===== config.mk =====
export PLATFORM = sky130hd
export DESIGN_NAME = boot_lock_ctrl
export DESIGN_NICKNAME = d
export VERILOG_FILES = /design/src/rtl/boot_lock_ctrl.sv
export SDC_FILE = /design/constraint.sdc
export NUM_CORES = 1
export LEC_CHECK = 0
export ABC_AREA = 1
export BUFFER_PORTS_ARGS = -buffer_cell sky130_fd_sc_hd__buf_2
export CAP_MARGIN = 15
export CORE_AREA = 2 2 39 41
export DETAILED_ROUTE_END_ITERATION = 10
export DIE_AREA = 0 0 41 43
export GPL_TIMING_DRIVEN = 0
export PLACE_DENSITY_LB_ADDON = 0.2
export SYNTH_ARGS = -nofsm -noshare
export SYNTH_HDL_FRONTEND = slang
export SYNTH_SLANG_ARGS = --single-unit

===== constraint.sdc =====
create_clock -name clk -period 2.7 [get_ports clk]
set_input_delay 0.135 -clock clk [delete_from_list [all_inputs] [get_ports clk]]
set_output_delay 0.135 -clock clk [all_outputs]
set_load 0.005 [all_outputs]

===== src/rtl/boot_lock_ctrl.sv =====
module boot_lock_ctrl #(
  parameter int SYNC_STAGES = 2,
  parameter int STEP_COUNT  = 48
) (
  input  logic       clk,
  input  logic       rst_n,
  input  logic       a15_in,
  input  logic       a7_in,
  input  logic       cs_in,
  output logic       ra7_out,
  output logic [1:0] mode_out
);
  localparam int CNT_W = $clog2(STEP_COUNT);
  localparam logic [CNT_W-1:0] LAST = CNT_W'(STEP_COUNT - 1);
  localparam logic [1:0] M_FIRST  = 2'b00;
  localparam logic [1:0] M_SECOND = 2'b01;
  localparam logic [1:0] M_OPEN   = 2'b10;

  logic [SYNC_STAGES:0] a15_sh, cs_sh;
  logic [CNT_W-1:0]     cnt;
  logic [1:0]           mode;
  logic                 a15_rise, cs_rise;

  assign a15_rise = a15_sh[SYNC_STAGES-1] & ~a15_sh[SYNC_STAGES];
  assign cs_rise  = cs_sh[SYNC_STAGES-1]  & ~cs_sh[SYNC_STAGES];

  always_ff @(posedge clk or negedge rst_n) begin
    if (!rst_n) begin
      a15_sh <= '0;
      cs_sh  <= '0;
    end else begin
      a15_sh <= {a15_sh[SYNC_STAGES-1:0], a15_in};
      cs_sh  <= {cs_sh[SYNC_STAGES-1:0], cs_in};
    end
  end

  always_ff @(posedge clk or negedge rst_n) begin
    if (!rst_n) begin
      mode <= M_FIRST;
      cnt  <= '0;
    end else if (mode == M_FIRST && cs_rise) begin
      mode <= M_SECOND;
      cnt  <= '0;
    end else if (mode != M_OPEN && a15_rise) begin
      if (cnt == LAST) begin
        mode <= (mode == M_FIRST) ? M_SECOND : M_OPEN;
        cnt  <= '0;
      end else begin
        cnt <= cnt + 1'b1;
      end
    end
  end

  assign ra7_out  = (mode == M_SECOND) ? 1'b1 : a7_in;
  assign mode_out = mode;
endmodule



==> flow_summary.rst <==
.. list-table::
   :header-rows: 1

   * - Metric
     - Value
   * - Worst min-delay path class
     - primary input to asynchronous set/reset pin
   * - Ratio of final minimum period to clock period
     - between 40 and 50%
   * - Inst Count DP
     - 87
   * - Count of state elements after synthesis
     - 14
   * - Number of global-route vias before repair
     - 419
   * - Num Clock Sinks
     - 14
   * - Largest driver fanout on the critical path
     - 5
   * - Cell Chain, Critical Path
     - ha_1 -> nand2_1 -> nor2_4 -> nand2_1 -> nand2_2 -> nand2_4 -> nand2_1 -> nor2_1
   * - Post-DP HPWL
     - 701 um
   * - Gate family responsible for the most delay along the worst path
     - simple AND/OR/NAND/NOR gates
   * - Worst relative slew slack
     - 79.4%
   * - Final TNS setup
     - 0 ps
   * - Die footprint
     - 1760 um^2
   * - Most numerous cell on the critical path
     - sky130_fd_sc_hd__nand2_1
   * - Gate count of the mapped netlist
     - 64
   * - Run status
     - completed
   * - Met1 usage
     - 20.6%
   * - Share of Yosys cell area claimed by the top area cell type
     - 56.7%
   * - Maximum level of the CTS H-tree
     - 1
   * - Design Power
     - 0.634 mW
   * - Yosys cell types
     - 16
   * - Setup clock skew after layout
     - 4.99 ps
   * - Global routing's busiest layer
     - met1
   * - Clock-pin slew on the worst setup and hold paths
     - 90 ps
   * - Number of buffer cells added on primary ports
     - 7
   * - Core box area
     - between 1000 and 1500 um^2
   * - Worst-margin pin slew
     - 309 ps
   * - Area delta synth->final
     - 19.6%
   * - Initial antenna violation count
     - 0
   * - Crit end category
     - flip-flop
   * - Met3 Usage GRT
     - 4.71%
   * - Async SR Flop Fraction
     - between 90% and 100%
   * - Count of endpoints failing setup in the final report
     - 0
   * - Power Dens Cells
     - 857 nW/um^2
   * - Worst Setup Slack, final
     - 1470 ps
   * - CP arrival
     - 1450 ps
   * - Cell with the most instances after synthesis
     - sky130_fd_sc_hd__dfrtp_1
   * - Remaining design rule violation count
     - 0
   * - Fraction of layout instances using a drive strength above 1
     - 26.9%
   * - Boundary Pins
     - 8
   * - Final hold slack
     - 265 ps
   * - Vias
     - 443
   * - Slowest cell on the critical path
     - sky130_fd_sc_hd__dfrtp_1
   * - RSZ-0062 raised after global routing
     - false
   * - Met2 track demand over resource
     - 20.0%
   * - Fmax
     - 815 MHz
   * - First drt pass iteration count
     - 4
   * - Leading cell types by count after synthesis
     - 14 x sky130_fd_sc_hd__dfrtp_1, 8 x sky130_fd_sc_hd__nand2_1, 8 x sky130_fd_sc_hd__nor2_1
   * - GRT overflow
     - 0
   * - Main flop type after synthesis
     - sky130_fd_sc_hd__dfrtp_1
   * - Total global routing track utilization
     - 15.4%
   * - Mean routed wirelength per cell
     - ~10 um
   * - Average size of a mapped cell
     - 9.66 um^2
   * - Core Util, Final
     - 53.4%
   * - Buffers plus inverters on the worst setup path
     - 0
   * - Number of design-rule violations left by the first detailed-router iteration
     - 2
   * - Placer congestion estimate
     - roughly 0.72
   * - Largest cells by area after synthesis
     - sky130_fd_sc_hd__dfrtp_1 57%, sky130_fd_sc_hd__nand3_1 5.7%, sky130_fd_sc_hd__nand2_4 5.5%
   * - Site Rows
     - 14
   * - Crit Path Category
     - flip-flop to flip-flop
   * - Antenna-violating nets left
     - 0
   * - Number of standard cells in the final layout excluding fillers
     - 94
   * - Total detailed-routing wirelength
     - roughly 980 um
   * - Clock tree root buffer cell
     - sky130_fd_sc_hd__clkbuf_4
   * - Number of enable-type register cells in the synthesized netlist
     - 0
   * - CP required
     - 2920 ps
   * - Cell taking the most area after synthesis
     - sky130_fd_sc_hd__dfrtp_1
   * - Final number of max-transition violations
     - 0
   * - Number of nets in the layout
     - 85
   * - WP depth
     - 8
   * - Leakage power
     - approximately 0.38 nW
   * - Highest ir drop seen on vdd
     - ~0.00045 V
   * - Crit path time final
     - 1230 ps
   * - Netlist area before placement
     - 618 um^2
   * - Clock buffer count from CTS
     - 3
   * - Slowest cell delay on critical path
     - 410 ps
   * - X dimension of the die
     - 41 um
   * - Setup slack after placement
     - 1480 ps
   * - Max-capacitance violation count
     - 0
   * - Clock latency on the worst-skew pair
     - 280 ps
   * - Initial Utilization
     - 44.7%
   * - Net count after synthesis
     - 70
   * - Pin count of the biggest net entering global routing
     - 15
   * - Maximum count of clock buffers along a single path
     - 2
   * - Post-route standard cell area excluding fillers
     - 739 um^2
   * - Placed instance area
     - 673 um^2
   * - R2R cell count
     - 8
   * - Hold Violations, Final
     - 0
   * - Startpoint kind of the worst setup timing path
     - flip-flop
   * - Post-detailed-route via-to-cell ratio
     - 4.71
   * - Diode insertion count for antenna repair
     - 0
   * - Fraction of the yosys area taken by sequential cells
     - 56.7%
   * - Vert. Die Dim
     - approximately 43 um
   * - First-pass GRT wire length
     - about 1700 um
   * - Yosys Warn Count
     - 0
   * - Clock tree from TritonCTS
     - built
report_power, final:
group          switching (mW)  internal, mW  total, mW
Sequential             0.0461         0.260      0.306
Combinational           0.105        0.0730      0.178
Clock                  0.0681        0.0821      0.150
cell usage in the layout, fill, tap and decap left out:
cell                            count
sky130_fd_sc_hd__a21oi_1            5
sky130_fd_sc_hd__o21ai_0            2
sky130_fd_sc_hd__ha_1               1
sky130_fd_sc_hd__dlygate4sd3_1      3
sky130_fd_sc_hd__nor2_1             8
sky130_fd_sc_hd__nand2_4            3
sky130_fd_sc_hd__clkbuf_4           3
sky130_fd_sc_hd__nor2_4             1
sky130_fd_sc_hd__dfrtp_1           14
sky130_fd_sc_hd__nand2_1            8
sky130_fd_sc_hd__inv_1              7
sky130_fd_sc_hd__nand2_2            3
sky130_fd_sc_hd__o22ai_1            1
sky130_fd_sc_hd__o21bai_2           1
sky130_fd_sc_hd__nor2_2             1
sky130_fd_sc_hd__clkbuf_8           1
sky130_fd_sc_hd__inv_2              1
sky130_fd_sc_hd__nand3_1            7
sky130_fd_sc_hd__o21bai_1           1
sky130_fd_sc_hd__buf_2              7
final cells by class:
type,count,area (um^2)
Clock buffer,4,36.3
Fill cell,135,644
Inverter,8,30.0
Multi-Input combinational cell,42,238
Sequential cell,14,350
Tap cell,16,20.0
Timing Repair Buffer,10,65.1
layer usage:
| layer | up-vias | share of wire (%) |
|---|---|---|
| met5 | - | 0 |
| met3 | 5 | 4.1 |
| met2 | 10 | 40 |
| met4 | 0 | 4.0 |
| met1 | 194 | 52 |
| li1 | 234 | - |
timing repair:
item	in CTS	in global routing
hold buffers	3	0
setup buffers	0	0
hold endpoints to repair	16	0
resized for setup	0	0
state kept, by name (all words and copies together) (netlist names):
name      cells
cs_sh         3
a15_sh        3
cnt           6
mode_out      2
worst paths after layout:
path / start / to / slack, ps
setup / recovery: cnt[0]$_DFFE_PN0P_ / cnt[4]$_DFFE_PN0P_ / 1470
hold / removal: rst_n / cnt[4]$_DFFE_PN0P_ / 270
setup reg to reg: cnt[0]$_DFFE_PN0P_ / cnt[4]$_DFFE_PN0P_ / 1470
hold reg to reg: a15_sh[0]$_DFF_PN0_ / a15_sh[1]$_DFF_PN0_ / 350
max in group asynchronous: rst_n / mode_out[1]$_DFFE_PN0P_ / 2200
min in group clk: a15_sh[0]$_DFF_PN0_ / a15_sh[1]$_DFF_PN0_ / 350
cells by family after synthesis:
group           share of synthesized area, %
simple gates                            26.7
flops                                   56.7
fa+ha+maj                               2.02
compound gates                          9.72
buf+inv                                 4.86
worst reg2reg max path: stages, from the launching register on:
cell and delay, ps:
sky130_fd_sc_hd__dfrtp_1 410, sky130_fd_sc_hd__ha_1 210, sky130_fd_sc_hd__nand2_1 120, sky130_fd_sc_hd__nor2_4 50, sky130_fd_sc_hd__nand2_1 70, sky130_fd_sc_hd__nand2_2 80
sky130_fd_sc_hd__nand2_4 90, sky130_fd_sc_hd__nand2_1 60, sky130_fd_sc_hd__nor2_1 80
Note: power is estimated with default switching activity, not from simulation.
